[src/rtl/pgc_pkg.sv]
package pgc_pkg;
    typedef enum logic [1:0] {
        ST_IDLE = 2'd0,
        ST_FILL = 2'd1,
        ST_BUSY = 2'd2
    } pgc_state_e;
endpackage

[src/rtl/pgc_page_store.sv]
module pgc_page_store #(
    parameter int PAGE_BYTES = 16,
    parameter int DATA_W     = 8,
    localparam int IDX_W     = $clog2(PAGE_BYTES)
) (
    input  logic                               clk,
    input  logic                               rst_n,
    input  logic                               clr,
    input  logic                               ld,
    input  logic [IDX_W-1:0]                   ld_idx,
    input  logic [DATA_W-1:0]                  ld_data,
    output logic [PAGE_BYTES-1:0]              slot_vld,
    output logic [PAGE_BYTES-1:0][DATA_W-1:0]  slot_data
);
    typedef struct packed {
        logic [PAGE_BYTES-1:0]             vld;
        logic [PAGE_BYTES-1:0][DATA_W-1:0] dat;
    } store_t;

    store_t s_d, s_q;

    always_comb begin
        s_d = s_q;
        if (clr) begin
            s_d.vld = '0;
        end else if (ld) begin
            s_d.vld[ld_idx] = 1'b1;
            s_d.dat[ld_idx] = ld_data;
        end
    end

    always_ff @(posedge clk or negedge rst_n) begin
        if (!rst_n) s_q <= '0;
        else        s_q <= s_d;
    end

    assign slot_vld  = s_q.vld;
    assign slot_data = s_q.dat;
endmodule

[src/rtl/pgc_cycle_timer.sv]
module pgc_cycle_timer #(
    parameter int WAIT_CYC = 1250000,
    localparam int CNT_W   = $clog2(WAIT_CYC + 1)
) (
    input  logic             clk,
    input  logic             rst_n,
    input  logic             start,
    output logic             run,
    output logic [CNT_W-1:0] cnt,
    output logic             done
);
    typedef struct packed {
        logic             run;
        logic [CNT_W-1:0] cnt;
    } tmr_t;

    tmr_t t_d, t_q;
    logic last_cyc;

    assign last_cyc = t_q.run && (t_q.cnt == CNT_W'(WAIT_CYC - 1));

    always_comb begin
        t_d = t_q;
        if (t_q.run) begin
            if (last_cyc) begin
                t_d.run = 1'b0;
                t_d.cnt = '0;
            end else begin
                t_d.cnt = t_q.cnt + 1'b1;
            end
        end else if (start) begin
            t_d.run = 1'b1;
            t_d.cnt = '0;
        end
    end

    always_ff @(posedge clk or negedge rst_n) begin
        if (!rst_n) t_q <= '0;
        else        t_q <= t_d;
    end

    assign run  = t_q.run;
    assign cnt  = t_q.cnt;
    assign done = last_cyc;
endmodule

[src/rtl/pgc_page_commit.sv]
module pgc_page_commit #(
    parameter int ADDR_W     = 11,
    parameter int DATA_W     = 8,
    parameter int PAGE_BYTES = 16,
    parameter int WAIT_CYC   = 1250000
) (
    input  logic              clk,
    input  logic              rst_n,
    input  logic              wr_start,
    input  logic [ADDR_W-1:0] wr_addr,
    input  logic              byte_vld,
    input  logic [DATA_W-1:0] byte_data,
    input  logic              stop_evt,
    input  logic              wp,
    output logic              busy,
    output logic              arr_we,
    output logic [ADDR_W-1:0] arr_addr,
    output logic [DATA_W-1:0] arr_wdata,
    output logic [ADDR_W-1:0] cur_addr
);
    import pgc_pkg::*;

    localparam int IDX_W = $clog2(PAGE_BYTES);
    localparam int ROW_W = ADDR_W - IDX_W;
    localparam int CNT_W = $clog2(WAIT_CYC + 1);

    typedef struct packed {
        pgc_state_e        st;
        logic [ROW_W-1:0]  row;
        logic [IDX_W-1:0]  ofs;
        logic [IDX_W-1:0]  last;
        logic              any;
        logic [ADDR_W-1:0] cur;
    } ctl_t;

    ctl_t c_d, c_q;

    logic                              st_clr, st_ld, tmr_go;
    logic                              tmr_run, tmr_done;
    logic [CNT_W-1:0]                  tmr_cnt;
    logic [PAGE_BYTES-1:0]             slot_vld;
    logic [PAGE_BYTES-1:0][DATA_W-1:0] slot_data;
    logic [IDX_W-1:0]                  scan_idx;
    logic                              in_window;

    pgc_page_store #(
        .PAGE_BYTES(PAGE_BYTES),
        .DATA_W    (DATA_W)
    ) store_i (
        .clk      (clk),
        .rst_n    (rst_n),
        .clr      (st_clr),
        .ld       (st_ld),
        .ld_idx   (c_q.ofs),
        .ld_data  (byte_data),
        .slot_vld (slot_vld),
        .slot_data(slot_data)
    );

    pgc_cycle_timer #(
        .WAIT_CYC(WAIT_CYC)
    ) timer_i (
        .clk  (clk),
        .rst_n(rst_n),
        .start(tmr_go),
        .run  (tmr_run),
        .cnt  (tmr_cnt),
        .done (tmr_done)
    );

    always_comb begin
        c_d    = c_q;
        st_clr = 1'b0;
        st_ld  = 1'b0;
        tmr_go = 1'b0;
        unique case (c_q.st)
            ST_IDLE: begin
                if (wr_start) begin
                    c_d.st  = ST_FILL;
                    c_d.row = wr_addr[ADDR_W-1:IDX_W];
                    c_d.ofs = wr_addr[IDX_W-1:0];
                    c_d.any = 1'b0;
                    st_clr  = 1'b1;
                end
            end
            ST_FILL: begin
                if (stop_evt) begin
                    c_d.st = c_q.any ? ST_BUSY : ST_IDLE;
                    tmr_go = c_q.any;
                end else if (wr_start) begin
                    c_d.row = wr_addr[ADDR_W-1:IDX_W];
                    c_d.ofs = wr_addr[IDX_W-1:0];
                    c_d.any = 1'b0;
                    st_clr  = 1'b1;
                end else if (byte_vld) begin
                    st_ld    = 1'b1;
                    c_d.last = c_q.ofs;
                    c_d.ofs  = c_q.ofs + 1'b1;
                    c_d.any  = 1'b1;
                end
            end
            ST_BUSY: begin
                if (tmr_done) begin
                    c_d.st  = ST_IDLE;
                    c_d.cur = {c_q.row, c_q.last} + 1'b1;
                end
            end
            default: c_d.st = ST_IDLE;
        endcase
    end

    always_ff @(posedge clk or negedge rst_n) begin
        if (!rst_n) c_q <= '{st: ST_IDLE, default: '0};
        else        c_q <= c_d;
    end

    assign scan_idx  = tmr_cnt[IDX_W-1:0];
    assign in_window = tmr_cnt < CNT_W'(PAGE_BYTES);
    assign busy      = tmr_run;
    assign arr_we    = tmr_run && in_window && slot_vld[scan_idx] && !wp;
    assign arr_addr  = {c_q.row, scan_idx};
    assign arr_wdata = slot_data[scan_idx];
    assign cur_addr  = c_q.cur;
endmodule

[config.mk]
export PLATFORM = sky130hd
export DESIGN_NAME = pgc_page_commit
export DESIGN_NICKNAME = d
export VERILOG_FILES = /design/src/rtl/pgc_pkg.sv /design/src/rtl/pgc_page_store.sv /design/src/rtl/pgc_cycle_timer.sv /design/src/rtl/pgc_page_commit.sv
export SDC_FILE = /design/constraint.sdc
export NUM_CORES = 1
export LEC_CHECK = 0
export BUFFER_PORTS_ARGS = -buffer_cell sky130_fd_sc_hd__buf_2
export CORE_MARGIN = 4
export CORE_UTILIZATION = 45
export DETAILED_ROUTE_END_ITERATION = 10
export GPL_TIMING_DRIVEN = 0
export SYNTH_ARGS = -nofsm -noshare
export SYNTH_HDL_FRONTEND = slang
export SYNTH_SLANG_ARGS = --single-unit
[constraint.sdc]
create_clock -name clk -period 2.3 [get_ports clk]
set_clock_uncertainty 0.05 [all_clocks]
set_input_delay 0.23 -clock clk [delete_from_list [all_inputs] [get_ports clk]]
set_output_delay 0.23 -clock clk [all_outputs]
set_load 0.01 [all_outputs]
==> impl_metrics.py, run 1 <==
metrics = {
    "floorplan": {
        "placementRows": 52,
        "start_util_pct": 45.7,
        "fp.dieH_um": 151,
        "die_x_um": 151,
        "core-area_um2": 20200,
        "dieArea_um2": 22900,
        "pin_count": 57,
    },
    "drt": {
        "dr.pass1.iters": 6,
        "wl_met3_um": 900,
        "viasPerCell": 5.67,
        "wirelength_um": 22400,
        "wl_per_cell_um": 21.0,
        "routed.top_layer": "met5",
        "drc": 0,
        "first_iter_violations": 348,
        "ant_nets": 0,
        "vias": 6025,
        "wl_met1_um": 10400,
        "met2_length_um": 10600,
    },
    "sta": {
        "timing.final.crit_share_pct": 115,
        "slew_violations": 0,
        "relSlewSlack_pct": 49.6,
        "finalHoldViolCount": 0,
        "setup_viol": 9,
        "finalWorstSetupSlack_ns": -0.349,
        "fmax_mhz": 378,
        "tightest_slew_ns": 0.757,
        "rsz0062_at_grt": "true",
        "fin_crit_ns": 2.65,
    },
    "synthesis": {
        "synth_seq_area_share_pct": 52.7,
        "synth.area.mux_share_pct": 29.3,
        "yosysWarnings": 0,
        "syn_avg_cell_area_um2": 13.5,
        "synth_compound_area_share_pct": 4.00,
        "synth_top_family_by_area": "multiplexers",
        "ys_ff_latch": 195,
        "synth_simple_gate_area_share_pct": 8.03,
        "synthXorXnorAreaFrac_pct": 1.04,
        "yosys.area_share.adder_pct": 0.811,
        "ys_types": 46,
        "syn_area_um2": 9250,
        "synth_nets": 714,
        "synth_cells": 683,
    },
    "pwr": {
        "p_seq_share_pct": 39.9,
        "share_comb_of_total_power_pct": 36.1,
        "swShare_pct": 32.0,
        "power_frac_clock_pct": 24.0,
        "powerDensity_nw_per_um2": 1150,
        "switchingPower_uw": 4070,
        "ir_worst_vdd_mv": 0.679,
        "finalPower_uw": 12700,
        "power.internal_uw": 8630,
        "p_leak_uw": 0.00530,
    },
    "flow_run": {
        "max_cap_viol_count": 0,
    },
    "clocking": {
        "clock_path_buffers": 2,
        "clk_latency_ns": 0.43,
        "cts_root_buf": "clkbuf_16",
        "cts_tree": "built",
        "htree_levels": 4,
        "cts_made_buffers": 17,
        "clk_pin_slew_ns": 0.07,
        "cts_sinks": 195,
    },
    "cells_and_area": {
        "fin_nets": 813,
        "area_delta_synth_final_pct": 19.6,
        "antenna_cells": 0,
        "stdcell_area_um2": 11100,
        "final_cell_mix": "dfrtp_1, mux2_2, buf_2",
        "seq_area_um2": 4880,
        "multiInputGateArea_um2": 4190,
        "layout_commonest_cell": "dfrtp_1",
        "drive_above_1_share_pct": 46.0,
        "fill_cells": 1676,
    },
    "global_routing": {
        "overflow": 0,
        "grt_max_degree": 134,
        "antenna_found_initial": 1,
        "track_usage_pct": 20.6,
        "first_global_vias": 6305,
        "grt_pass1_wl_um": 35400,
    },
    "setup_path": {
        "r2r_start": "timer_i.cnt[13]",
        "critPathMaxFanout": 8,
        "cp-end-kind": "output port",
        "required_ns": 2.02,
        "startpoint_type": "flip-flop",
        "crit_arrival_ns": 2.37,
        "crit_start": "timer_i.cnt[0]",
        "setup.worst_path.class": "flip-flop to output port",
    },
    "placed_design": {
        "gp_congestion": 0.834,
        "numPortBuffers": 56,
        "dpl_cell_area_um2": 9910,
        "dpl.hpwl_um": 14600,
    },
    "worst_hold_path": {
        "hold_path.class": "input port to flip-flop",
        "hp-start": "wr_start",
    },
    "outcome": {
        "violations": "negative setup slack",
        "status": "finished, violations left",
    },
}
[routing by layer]
layer | vias up | GRT usage [%]
met5 | - | 0
met4 | 2 | 5.76
met3 | 40 | 3.89
met2 | 167 | 32.4
met1 | 3122 | 29.6
li1 | 2694 | -
[power groups by stage]
stage | clock, uW | sequential, uW | combinational (uW)
6_report | 3040 | 5070 | 4590
5_1_grt | 3240 | 5180 | 4960
4_1_cts | 3100 | 5050 | 4550
3_5_place_dp | 0 | 5110 | 3930
3_3_place_gp | 0 | 5030 | 3820
2_1_floorplan | 0 | 4890 | 2890
[stage by stage]
| stage | util, % | hold slack (ns) | TNS, ns | instances | setup WS (ns) |
|---|---|---|---|---|---|
| 2_1_floorplan | - | -0.116 | 0 | 683 | 0.0226 |
| 3_3_place_gp | 48.8 | 0.403 | -403.72 | 1009 | -2.04 |
| 3_5_place_dp | 49.0 | 0.157 | -11.96 | 1010 | -0.765 |
| 4_1_cts | 54.0 | 0.000700 | -2.79 | 1056 | -0.371 |
| 5_1_grt | 54.7 | 0.0163 | -4.87 | 1063 | -0.396 |
| 6_report | 54.7 | 0.0135 | -2.77 | 1063 | -0.349 |
[cell families (layout without fill, tap and decap cells)]
logic type               Yosys count  count (layout)
flip-flops                       195             195
AND/OR/NAND/NOR                  146             146
multiplexers                     197             197
adder cells (fa/ha/maj)            6               6
buffers and inverters             71             181
XOR/XNOR                          11              11
AO/OA/AOI/OAI                     57              57
[worst paths after layout]
path                                               to  slack [ns]  cells after the start
max                                      arr_wdata[3]       -0.35                      5
min                                           c_q[27]        0.01                      2
max reg2reg                               cur_addr[6]        0.03                      6
min reg2reg                      store_i.slot_vld[14]        0.43                      2
max in group asynchronous  asynchronous set/reset pin        0.85                      3
min in group asynchronous                 arr_addr[5]        0.27                      2
[area by class of cell]
class / instances / share of cell area [%]
Sequential cell: 195 / 44.1
Inverter: 10 / 0.339
Multi-Input combinational cell: 417 / 37.9
Clock buffer: 19 / 4.00
Tap cell: 270 / 3.05
Buffer: 60 / 3.91
Timing Repair Buffer: 81 / 5.31
Clock inverter: 11 / 1.38
[critical path, stage by stage (launching register included)]
cell,delay [ns]
dfrtp_2,0.42
buf_12,0.16
buf_12,0.15
mux4_2,0.51
mux4_2,0.54
buf_6,0.15
[cells in the mapped netlist (all sizes together)]
| cell | instances | share of area [%] |
|---|---|---|
| a21boi | 1 | 0.081 |
| xnor2 | 9 | 0.85 |
| or3b | 1 | 0.095 |
| a22oi | 4 | 0.32 |
| mux4 | 44 | 11 |
| buf | 38 | 2.8 |
| nand2b | 1 | 0.068 |
| o31ai | 1 | 0.081 |
| nand3 | 29 | 1.6 |
| and4bb | 1 | 0.14 |
| a32o | 1 | 0.11 |
| or3 | 3 | 0.20 |
| nor2b | 8 | 0.54 |
| ha | 6 | 0.81 |
| o21a | 3 | 0.24 |
| nand4b | 1 | 0.095 |
| a21oi | 12 | 0.65 |
| mux2i | 4 | 0.43 |
| a31oi | 3 | 0.20 |
| nor3b | 2 | 0.16 |
| a2111oi | 1 | 0.095 |
| a21o | 8 | 0.65 |
| clkbuf | 23 | 0.93 |
| a22o | 6 | 0.57 |
| dfrtp | 195 | 53 |
| nor2 | 16 | 0.76 |
| mux2 | 149 | 18 |
| and3 | 4 | 0.27 |
| a21bo | 1 | 0.11 |
| or4 | 3 | 0.28 |
| and4 | 1 | 0.095 |
| nand2 | 51 | 2.1 |
| inv | 10 | 0.41 |
| o21ai | 15 | 0.81 |
| nor3 | 5 | 0.27 |
| nand4 | 15 | 1.0 |
| xor2 | 2 | 0.19 |
| nor4 | 5 | 0.41 |
| a211oi | 1 | 0.081 |
[what timing repair did]
action,in CTS,in global routing
pin swaps,3,2
resized for setup,68,12
setup buffers,7,8
endpoints found under the hold margin,69,0
hold buffers,8,0
gates cloned,1,0
setup endpoints to repair,108,87
(Power assumes the default switching activity.)
==> run 2: changes to the inputs <==
--- a/config.mk
+++ b/config.mk
@@ -10,6 +10,7 @@
 export CORE_UTILIZATION = 45
 export DETAILED_ROUTE_END_ITERATION = 10
 export GPL_TIMING_DRIVEN = 0
+export SETUP_SLACK_MARGIN = 0.3
 export SYNTH_ARGS = -nofsm -noshare
 export SYNTH_HDL_FRONTEND = slang
 export SYNTH_SLANG_ARGS = --single-unit
==> run 2 against run 1 <==
Net effect:
- the run still ends with negative setup slack left
- critical path type unchanged
- via count increased by 5.6%
- combinational power increased by 8.1%
- die area unchanged
- critical path depth unchanged
- sequential share of layout area decreased by 1.7 points
- worst hold slack improved by 0.028 ns
==> impl_metrics.py, run 2 (same netlist as run 1, synthesis figures left out) <==
metrics = {
    "outcome": {
        "status": "finished, violations left",
        "violations": "negative setup slack",
    },
    "setup_path": {
        "startpoint_type": "flip-flop",
        "setup.worst_path.class": "flip-flop to output port",
        "rr_worst_depth": 11,
        "crit_start": "timer_i.cnt[0]",
        "r2r_start": "timer_i.cnt[0]",
        "cp-end-kind": "output port",
        "required_ns": 2.02,
        "critPathMaxFanout": 6,
        "ff2ff_setup_slack_ns": -0.06,
        "regToRegEndpoint": "timer_i.cnt[20]",
        "crit_arrival_ns": 2.35,
    },
    "global_routing": {
        "grt_max_degree": 103,
        "overflow": 0,
        "track_usage_pct": 21.7,
        "first_global_vias": 6488,
        "antenna_found_initial": 1,
        "grt_pass1_wl_um": 37000,
    },
    "pwr": {
        "switchingPower_uw": 4320,
        "swShare_pct": 33.4,
        "powerDensity_nw_per_um2": 1120,
        "power_frac_clock_pct": 22.5,
        "p_leak_uw": 0.00552,
        "power.internal_uw": 8620,
        "p_seq_share_pct": 39.2,
        "ir_worst_vdd_mv": 0.689,
        "finalPower_uw": 12900,
        "share_comb_of_total_power_pct": 38.3,
    },
    "cells_and_area": {
        "fill_cells": 1638,
        "antenna_cells": 0,
        "stdcell_area_um2": 11500,
        "drive_above_1_share_pct": 50.7,
        "seq_area_um2": 4890,
        "multiInputGateArea_um2": 4370,
        "layout_commonest_cell": "dfrtp_1",
        "final_cell_mix": "dfrtp_1, mux2_2, buf_2",
        "area_delta_synth_final_pct": 24.5,
        "fin_nets": 842,
        "utilization_pct": 56.9,
    },
    "drt": {
        "viasPerCell": 5.82,
        "wirelength_um": 24200,
        "vias": 6365,
        "wl_per_cell_um": 22.1,
        "dr.pass1.iters": 5,
        "drc": 0,
        "first_iter_violations": 390,
        "ant_nets": 0,
    },
    "floorplan": {
        "pin_count": 57,
        "start_util_pct": 45.7,
        "placementRows": 52,
        "die_x_um": 151,
        "core-area_um2": 20200,
        "dieArea_um2": 22900,
        "fp.dieH_um": 151,
    },
    "sta": {
        "rsz0062_at_grt": "true",
        "finalHoldViolCount": 0,
        "tightest_slew_ns": 0.768,
        "relSlewSlack_pct": 48.8,
        "finalWorstSetupSlack_ns": -0.328,
        "whs_ns": 0.0410,
        "fin_crit_ns": 2.63,
        "timing.final.crit_share_pct": 114,
        "setup_viol": 11,
        "fmax_mhz": 381,
        "slew_violations": 0,
    },
    "clocking": {
        "cts_made_buffers": 17,
        "cts_root_buf": "clkbuf_16",
        "cts_sinks": 195,
        "clock_path_buffers": 2,
        "htree_levels": 4,
        "clk_latency_ns": 0.44,
        "cts_tree": "built",
        "clk_pin_slew_ns": 0.07,
    },
    "worst_hold_path": {
        "hold_path.class": "input port to flip-flop",
        "hp-start": "wr_start",
        "hold_path_end": "c_q[27]",
        "hold_depth": 2,
    },
    "placed_design": {
        "pre_cts_slack_ns": -0.265,
        "numPortBuffers": 56,
        "gp_congestion": 0.863,
        "dpl.hpwl_um": 14600,
        "dpl_cell_area_um2": 9950,
    },
    "flow_run": {
        "max_cap_viol_count": 0,
    },
}
[run 2: critical path: stages, from the launching register on]
cell and delay (ns):
dfrtp_2 0.43, buf_12 0.15, buf_12 0.13, mux4_2 0.55, mux4_2 0.51, buf_6 0.14
[run 2: metal layers]
layer | vias up | share of wire (%) | global-route usage, %
met4 | 2 | 2.5 | 6.57
li1 | 2769 | - | -
met2 | 243 | 48 | 35.3
met1 | 3303 | 43 | 29.4
met5 | - | 0.054 | 0
met3 | 48 | 6.1 | 4.58
[run 2: stage by stage]
| step | setup TNS, ns | cells |
|---|---|---|
| 4_1_cts | -2.87 | 1074 |
| 6_report | -2.77 | 1094 |
| 3_5_place_dp | -12.14 | 1010 |
| 2_1_floorplan | 0 | 683 |
| 3_3_place_gp | -400.57 | 1009 |
| 5_1_grt | -3.57 | 1094 |
[run 2: repair_timing]
item / CTS / global route
buffers inserted: 20 / 13
endpoints found under the hold margin: 108 / 0
endpoints found under the setup margin: 185 / 145
gates cloned: 4 / 7
pin swaps: 10 / 11
resized for setup: 85 / 39
hold buffers: 8 / 0
[run 2: worst max path at each step]
stage | end | slack (ns) | depth (start not counted)
finish | arr_wdata[6] | -0.33 | 5
floorplan | cur_addr[10] | 0.20 | 6
detailed placement | arr_wdata[0] | -0.26 | 5
global placement | asynchronous set/reset pin | -2.04 | 1
CTS | arr_wdata[6] | -0.37 | 5
global route | arr_wdata[6] | -0.40 | 5
[run 2: layout make-up]
| class | count | area share [%] |
|---|---|---|
| Timing Repair Buffer | 103 | 7.30 |
| Clock buffer | 19 | 3.84 |
| Sequential cell | 195 | 42.4 |
| Clock inverter | 13 | 1.08 |
| Tap cell | 270 | 2.93 |
| Inverter | 10 | 0.326 |
| Buffer | 61 | 4.17 |
| Multi-Input combinational cell | 423 | 37.9 |
[run 2: power groups by stage]
stage	Clock, uW	Combinational, uW	Sequential [uW]
after floorplan	0	2980	4900
after global placement	0	3890	5040
after detailed placement	0	4000	5130
after CTS	2950	4720	5060
after global routing	3080	5360	5200
final	2910	4960	5080
==> run 3: changes to the inputs <==
==> constraint.sdc (replaced) <==
create_clock -name clk -period 2.3 [get_ports clk]
set_clock_uncertainty 0.05 [all_clocks]
set_input_delay 0.23 -clock clk [delete_from_list [all_inputs] [get_ports clk]]
set_output_delay 0.23 -clock clk [all_outputs]
set_load 0.02 [all_outputs]
==> run 3 against run 2 <==
Net effect:
- the run still ends with negative setup slack left
- worst hold slack got worse by 0.023 ns
- maximum frequency is 0.56% lower
- sequential power barely moved
- cell count increased by 0.64%
- critical path type unchanged
- critical endpoint is now arr_wdata[3]
- largest cell class unchanged
==> impl_metrics.py, run 3 (same netlist as run 1, synthesis figures left out) <==
metrics = {
    "drt": {
        "vias": 6322,
        "wirelength_um": 24200,
        "first_iter_violations": 413,
        "viasPerCell": 5.74,
        "dr.pass1.iters": 5,
        "ant_nets": 0,
        "drc": 0,
        "wl_per_cell_um": 22.0,
    },
    "sta": {
        "fmax_mhz": 378,
        "slew_violations": 0,
        "setup_viol": 9,
        "tightest_slew_ns": 0.712,
        "timing.final.crit_share_pct": 115,
        "finalWorstSetupSlack_ns": -0.343,
        "rsz0062_at_grt": "true",
        "relSlewSlack_pct": 52.0,
        "finalHoldViolCount": 0,
        "fin_crit_ns": 2.64,
    },
    "cells_and_area": {
        "fin_nets": 849,
        "utilization_pct": 57.6,
        "antenna_cells": 0,
        "layout_commonest_cell": "dfrtp_1",
        "final_cell_mix": "dfrtp_1, mux2_2, buf_4",
        "drive_above_1_share_pct": 51.4,
        "area_delta_synth_final_pct": 26.0,
        "fill_cells": 1588,
    },
    "global_routing": {
        "track_usage_pct": 21.6,
        "globalRoute.busiestLayer": "met2",
        "antenna_found_initial": 0,
        "overflow": 0,
        "grt_util_met3_pct": 5.57,
        "grt_pass1_wl_um": 36900,
        "first_global_vias": 6463,
        "gr-usage-met2_pct": 35.5,
        "grt_max_degree": 127,
        "grtUsageMet1_pct": 28.9,
    },
    "floorplan": {
        "die_x_um": 151,
        "placementRows": 52,
        "dieArea_um2": 22900,
        "fp.dieH_um": 151,
        "core-area_um2": 20200,
        "start_util_pct": 45.7,
        "pin_count": 57,
    },
    "setup_path": {
        "slowest_stage": "mux4_2",
        "setup.worst_path.class": "flip-flop to output port",
        "startpoint_type": "flip-flop",
        "cp-end-kind": "output port",
        "crit_arrival_ns": 2.36,
        "path_cells": "buf_12 -> buf_12 -> mux4_2 -> mux4_2 -> buf_2",
        "required_ns": 2.02,
        "critPathMaxFanout": 8,
        "max_stage_delay_ns": 0.51,
    },
    "clocking": {
        "clk_pin_slew_ns": 0.07,
        "cts_sinks": 195,
        "cts_root_buf": "clkbuf_16",
        "clk_latency_ns": 0.44,
        "htree_levels": 4,
        "cts_made_buffers": 17,
        "cts_tree": "built",
        "clock_path_buffers": 2,
    },
    "worst_hold_path": {
        "hold_path.class": "input port to flip-flop",
    },
    "placed_design": {
        "numPortBuffers": 56,
        "pre_cts_slack_ns": -0.248,
        "dpl.hpwl_um": 14700,
        "gp_congestion": 0.845,
    },
    "pwr": {
        "p_leak_uw": 0.00558,
        "powerDensity_nw_per_um2": 1150,
        "ir_worst_vdd_mv": 0.602,
    },
    "flow_run": {
        "max_cap_viol_count": 0,
    },
    "outcome": {
        "violations": "negative setup slack",
        "status": "finished, violations left",
    },
}
-- run 3: changes by cell type in the layout (fill, tap and decap cells not counted), moves of 2 or more --
cell,previous run,this run
mux2_4,2,11
clkbuf_16,20,17
bufinv_16,1,4
buf_4,50,60
o21ai_2,1,3
buf_6,17,20
mux2_2,147,138
-- run 3: where the power goes --
group / switching, uW / total (uW) / internal, uW
Clock: 1340 / 3180 / 1840
Sequential: 666 / 5080 / 4420
Combinational: 2500 / 5200 / 2710
Total: 4500 / 13500 / 8960
-- run 3: final cells by class --
class                      count  area, um^2  area share (%)
clock inverter                14         199            1.71
inverter                      10        37.5           0.322
buffer                        61         484            4.15
sequential                   195        4890            41.9
clock buffer                  18         429            3.68
timing repair buffer         112         863            7.41
multi-input combinational    421        4420            37.9
tap                          270         338            2.90
-- run 3: final timing paths --
kind	end	cells past startpoint	start	slack (ns)
worst max-delay path	arr_wdata[3]	5	timer_i.cnt[0]	-0.34
max in group asynchronous	asynchronous set/reset pin	3	rst_n	0.89
worst min register to register	store_i.slot_vld[11]	2	store_i.slot_vld[11]	0.42
worst max register to register	cur_addr[5]	8	timer_i.cnt[0]	0.09
worst min-delay path	c_q[27]	2	wr_start	0.02
min in group asynchronous	arr_addr[5]	2	rst_n	0.28
-- run 3: metrics by stage --
step / total power (uW) / cells / hold slack, ns / TNS (ns) / instance area (um^2)
floorplan: 8050 / 683 / -0.116 / 0 / 9300
global placement: 9090 / 1009 / 0.403 / -404.65 / 9920
detailed placement: 9310 / 1010 / 0.178 / -11.90 / 9950
CTS: 13200 / 1078 / 0.000423 / -3.00 / 11400
global route: 14200 / 1101 / 0.0201 / -3.28 / 11700
finish: 13500 / 1101 / 0.0177 / -2.82 / 11700
-- run 3: timing repair --
action / 4_1_cts / 5_1_grt
gates resized for setup: 111 / 40
buffers inserted: 23 / 22
cloned: 5 / 1
hold buffers: 8 / 0
pin swaps: 16 / 12
setup endpoints to repair: 185 / 157
endpoints found under the hold margin: 76 / 0
-- run 3: layer usage --
metal	vias to the layer above	wire, um
met4	0	440
met5	-	0
met3	37	1540
met2	221	11900
met1	3273	10300
li1	2791	-
-- run 3: critical path, delay by kind of cell (launching register included) --
family / cells / cell delay, ns
mux: 2 / 1.02
flops: 1 / 0.41
buf+inv: 3 / 0.48
